--- config.mk ---
export PLATFORM = sky130hd
export DESIGN_NAME = ata_taskfile_regs
export DESIGN_NICKNAME = d
export VERILOG_FILES = /design/src/rtl/ata_taskfile_regs.sv
export SDC_FILE = /design/constraint.sdc
export NUM_CORES = 1
export LEC_CHECK = 0
export ABC_AREA = 1
export BUFFER_PORTS_ARGS = -buffer_cell sky130_fd_sc_hd__buf_2
export CAP_MARGIN = 20
export CORE_MARGIN = 4
export CORE_UTILIZATION = 26
export CTS_CLUSTER_DIAMETER = 60
export DETAILED_ROUTE_END_ITERATION = 16
export MAX_ROUTING_LAYER = met4
export SLEW_MARGIN = 20
export SYNTH_ARGS = -nofsm -noshare
export SYNTH_HDL_FRONTEND = slang
export SYNTH_SLANG_ARGS = --single-unit
export TNS_END_PERCENT = 30
--- constraint.sdc ---
create_clock -name clk -period 2.4 [get_ports clk]
set_input_delay 0.12 -clock clk [delete_from_list [all_inputs] [get_ports clk]]
set_output_delay 0.12 -clock clk [all_outputs]
set_load 0.02 [all_outputs]
--- src/rtl/ata_taskfile_regs.sv ---
module ata_taskfile_regs #(
  parameter int AW = 4
) (
  input  logic          clk,
  input  logic          rst_n,
  input  logic          cfg_drive,
  input  logic [AW-1:0] host_addr,
  input  logic          host_wr,
  input  logic          host_rd,
  input  logic [7:0]    host_wdata,
  output logic [7:0]    host_rdata,
  input  logic          dev_busy,
  input  logic          dev_ready,
  input  logic          dev_irq,
  input  logic [5:0]    dev_flags,
  output logic          intrq,
  output logic          cmd_valid,
  output logic [7:0]    cmd_byte,
  output logic          lba_mode,
  output logic [27:0]   lba,
  output logic [3:0]    chs_head,
  output logic [15:0]   chs_cyl,
  output logic [7:0]    chs_sector
);
  localparam logic [AW-1:0] OFS_SEC  = AW'(3);
  localparam logic [AW-1:0] OFS_CYLL = AW'(4);
  localparam logic [AW-1:0] OFS_CYLH = AW'(5);
  localparam logic [AW-1:0] OFS_DH   = AW'(6);
  localparam logic [AW-1:0] OFS_STAT = AW'(7);
  localparam logic [AW-1:0] OFS_ALT  = AW'(14);

  logic [7:0] sec_q, cyll_q, cylh_q;
  logic       mode_q, drv_q, rdy_q;
  logic [3:0] hs_q;
  logic       selected, wr_ok, stat_clear;
  logic [7:0] status_byte, dh_byte;

  assign selected    = (drv_q == cfg_drive);
  assign wr_ok       = host_wr && !dev_busy;
  assign stat_clear  = host_rd && selected && (host_addr == OFS_STAT);
  assign status_byte = dev_busy ? 8'h80 : {1'b0, rdy_q, dev_flags};
  assign dh_byte     = {1'b1, mode_q, 1'b1, drv_q, hs_q};

  always_ff @(posedge clk) begin
    if (!rst_n) begin
      sec_q  <= '0;
      cyll_q <= '0;
      cylh_q <= '0;
      mode_q <= 1'b0;
      drv_q  <= 1'b0;
      hs_q   <= '0;
    end else if (wr_ok) begin
      case (host_addr)
        OFS_SEC:  sec_q  <= host_wdata;
        OFS_CYLL: cyll_q <= host_wdata;
        OFS_CYLH: cylh_q <= host_wdata;
        OFS_DH: begin
          mode_q <= host_wdata[6];
          drv_q  <= host_wdata[4];
          hs_q   <= host_wdata[3:0];
        end
        default: ;
      endcase
    end
  end

  always_ff @(posedge clk) begin
    if (!rst_n) begin
      rdy_q     <= 1'b0;
      intrq     <= 1'b0;
      cmd_valid <= 1'b0;
      cmd_byte  <= '0;
    end else begin
      rdy_q     <= dev_ready;
      if (stat_clear)   intrq <= 1'b0;
      else if (dev_irq) intrq <= 1'b1;
      cmd_valid <= wr_ok && selected && (host_addr == OFS_STAT);
      if (wr_ok && selected && host_addr == OFS_STAT) cmd_byte <= host_wdata;
    end
  end

  always_comb begin
    host_rdata = '0;
    if (selected) begin
      case (host_addr)
        OFS_SEC:          host_rdata = sec_q;
        OFS_CYLL:         host_rdata = cyll_q;
        OFS_CYLH:         host_rdata = cylh_q;
        OFS_DH:           host_rdata = dh_byte;
        OFS_STAT, OFS_ALT: host_rdata = status_byte;
        default:          host_rdata = '0;
      endcase
    end
  end

  assign lba_mode   = mode_q;
  assign lba        = mode_q ? {hs_q, cylh_q, cyll_q, sec_q} : '0;
  assign chs_head   = hs_q;
  assign chs_cyl    = {cylh_q, cyll_q};
  assign chs_sector = sec_q;

  a_r8_status_read_clears: assert property (@(posedge clk) disable iff (!rst_n)
    (host_rd && host_addr == OFS_STAT && drv_q == cfg_drive) |=> !intrq);
  a_r8_alt_read_keeps: assert property (@(posedge clk) disable iff (!rst_n)
    (intrq && host_rd && host_addr == OFS_ALT) |=> intrq);
  a_r9_irq_sets: assert property (@(posedge clk) disable iff (!rst_n)
    (dev_irq && !(host_rd && host_addr == OFS_STAT && drv_q == cfg_drive)) |=> intrq);
  a_r10_cmd_from_write: assert property (@(posedge clk) disable iff (!rst_n)
    $rose(cmd_valid) |-> $past(host_wr && host_addr == OFS_STAT && !dev_busy));
  a_r11_busy_no_write: assert property (@(posedge clk) disable iff (!rst_n)
    (dev_busy && host_wr) |=> ($stable(sec_q) && $stable(cyll_q) && $stable(cylh_q) && !cmd_valid));
  a_r2_fixed_ones: assert property (@(posedge clk) disable iff (!rst_n)
    (host_addr == OFS_DH && drv_q == cfg_drive) |-> (host_rdata[7] && host_rdata[5]));

  always_comb begin
    if (rst_n && dev_busy && selected && (host_addr == OFS_STAT || host_addr == OFS_ALT))
      a_r6_busy_mask: assert (host_rdata == 8'h80);
  end
endmodule

==> flow_summary_export.csv <==
group,metric,value,unit
yosys,async_flop_share,0,
yosys,ys.flop_type,"dfxtp_1",
floorplanning,start_util,0.269,
critical_path,cp_data_arrival_time,1.57,ns
yosys,ys_types,23,
clocking,post_cts_resize_count,0,
finish,finalNetCount,467,
place,globalplace.congestion,0.906,
yosys,yosys.area_share.adder,0,
finish,fillers,940,
finish,drive_gt1_frac,0.296,
power,vdd_ir_drop_max,0.283,mV
yosys,synth.mux.area_fraction,0,
yosys,netlist_area,0.00223,mm^2
finish,fin_area,0.00293,mm^2
floorplanning,die_w,101,um
yosys,yosysSeqAreaShare,0.367,
floorplanning,dieHeight,101,um
sta,finalCriticalPeriod,1.69,ns
yosys,yosysMostFrequentCell,"nand2_1",
yosys,synth-xor-area-share,0,
yosys,yosys.area_share.simple,0.353,
finish,antenna_cells,0,
sta,skew,0.00311,ns
routing,routed_wirelength,7620,um
yosys,mappedNetlistNets,370,
routing,ant_nets,0,
yosys,synth_edf_count,0,
clocking,cts_buffer_depth,2,
clocking,postCtsHoldBufs,0,
clocking,cts_setup_buffers,0,
global_route,globalRouteTotalUtil,0.156,
critical_path,critPathCapture,"lba[17]",
critical_path,startpoint_type,"flip-flop",
yosys,avgSynthCellArea,6.50,um^2
global_route,antenna_found_initial,0,
outcome,status,"finished, final reports clean",
yosys,synth_seq_cells,41,
yosys,netlist.area_leader.share,0.367,
routing,drtPass1Iterations,4,
yosys,synth_top_family_by_area,"simple AND/OR/NAND/NOR gates",
sta,rsz0062_at_grt,"no",
sta,min_period_over_period,0.704,
critical_path,r2r_cells,8,
critical_path,critical_path_class,"reg -> out",
yosys,synthTopCellsByCount,"nand2_1, inv_1, dfxtp_1, a21oi_1, nor2_1",
worst_hold_path,hp-class,"in -> reg",
place,pre_cts_slack,0.906,ns
floorplanning,die_area,0.0101,mm^2
routing,wl_per_cell,13.9,um
global_route,grt_max_degree,28,
yosys,synth_top_area_cell,"dfxtp_1",
finish,synthToLayoutAreaGrowth,31.1,%
sta,finalMaxSlewViolations,0,
clocking,htree_levels,2,
clocking,clk_pin_slew,0.08,ns
clocking,cts.sinks,41,
job,maxCapViolCount,0,
global_route,overflow,0,
critical_path,cp-end-kind,"output pin",
place,dp_hpwl,5880,um
critical_path,cp-startpoint,"lba_mode",
sta,slew_headroom,0.665,
power,powerDensity,512,mW/mm^2
sta,tightest_slew,0.502,ns
sta,fmax,592,MHz
routing,vias,2397,
routing,routed_via_density,4.38,
critical_path,critical_path.max_fanout,19,
yosys,synthCells,344,
sta,hold_viol_final,0,
clocking,root_buffer,"clkbuf_8",
power,p_leak,1.64,nW
yosys,ys_warn_count,0,
global_route,grt_pass1_wl,12000,um
floorplanning,fp-row-count,33,
yosys,synth-compound-area-share,0.139,
place,io_buffers,100,
critical_path,ff2ff_setup_slack,0.94,ns
critical_path,r2r-start,"drv_q",
clocking,insertion_delay,0.29,ns
critical_path,crit_required,2.28,ns
floorplanning,coreArea,0.00830,mm^2
clocking,cts_buffers,5,
place,place_area,0.00280,mm^2
sta,worst_hold_slack,0.0112,ns
yosys,synth_area_leaders,"dfxtp_1, nand2_1, inv_1",
floorplanning,io_pins,101,
routing,first_iter_violations,120,
routing,drc,0,
sta,fin_ws,0.711,ns
clocking,cts_tree,"yes",
critical_path,reg2reg_to,"cmd_byte[4]",
sta,finalSetupTns,0,ns
global_route,grt_pass1_vias,2229,
sta,setup_violations,0,
==> flip-flops by register name (all words and copies together) (netlist names), 4 cells and up <==
| name | count |
|---|---|
| cmd_byte | 8 |
| chs_head | 4 |
| cyll_q | 8 |
| cylh_q | 8 |
| chs_sector | 8 |
==> kinds of logic (layout without fill, tap and decap cells) <==
group	after synthesis	in the layout
flops	41	41
buf+inv	73	171
simple gates	168	168
compound gates	62	62
==> worst max-delay path: stages (launching register included) <==
cell and delay (ns):
dfxtp_1 0.64, buf_4 0.34, nand2_1 0.09, inv_1 0.05, buf_2 0.15
==> through the flow <==
| step | util | std cells | power, mW |
|---|---|---|---|
| floorplan | - | 344 | 0.800 |
| global placement | 0.337 | 539 | 0.862 |
| detailed placement | 0.337 | 539 | 0.864 |
| CTS | 0.353 | 547 | 1.52 |
| global route | 0.353 | 547 | 1.56 |
| finish | 0.353 | 547 | 1.50 |
==> metal layers <==
metal	global-route usage	vias to the layer above	share of wire
li1	-	1262	-
met1	0.211	1042	0.45
met2	0.244	86	0.46
met3	0.0249	7	0.077
met4	0.0383	0	0.010
met5	-	-	0
==> report_power, final <==
group          internal [mW]  total (mW)  switching, mW
clock                  0.413       0.653          0.240
sequential             0.688       0.696        0.00803
combinational         0.0435       0.151          0.107
total                   1.14        1.50          0.355
==> how the worst min path moves through the flow <==
stage | cells past startpoint | to | slack (ns) | start
2_1_floorplan | 2 | rdy_q | 0.22 | dev_ready
3_3_place_gp | 3 | rdy_q | 0.32 | dev_ready
3_5_place_dp | 3 | rdy_q | 0.32 | dev_ready
4_1_cts | 3 | rdy_q | 0.008 | dev_ready
5_1_grt | 2 | intrq | 0.02 | host_rd
6_report | 3 | rdy_q | 0.01 | dev_ready
==> final cells by class <==
cell class	instances	area (um^2)	share of cell area
clock inverter	3	65.1	0.0222
inverter	62	235	0.0803
multi-input combinational	230	1100	0.376
sequential	41	821	0.280
tap	105	131	0.0448
clock buffer	5	68.8	0.0235
timing repair buffer	101	508	0.173
==> cell usage in the layout, fill, tap and decap left out <==
cell type  count
buf_2        100
o21ai_0       19
inv_1         55
nor2_1        32
bufinv_16      2
clkinv_2       3
a31oi_1        1
nor2_4         4
clkbuf_8       5
nand2_1       91
nand3_2        4
nand2_2        2
clkinv_1       1
nor2_2         2
o21ai_1        4
nand3_4        3
a21oi_1       38
nand3_1       29
nor2_8         1
inv_2          4
dfxtp_1       41
buf_4          1
No activity file was read; power rests on OpenSTA's default activity.
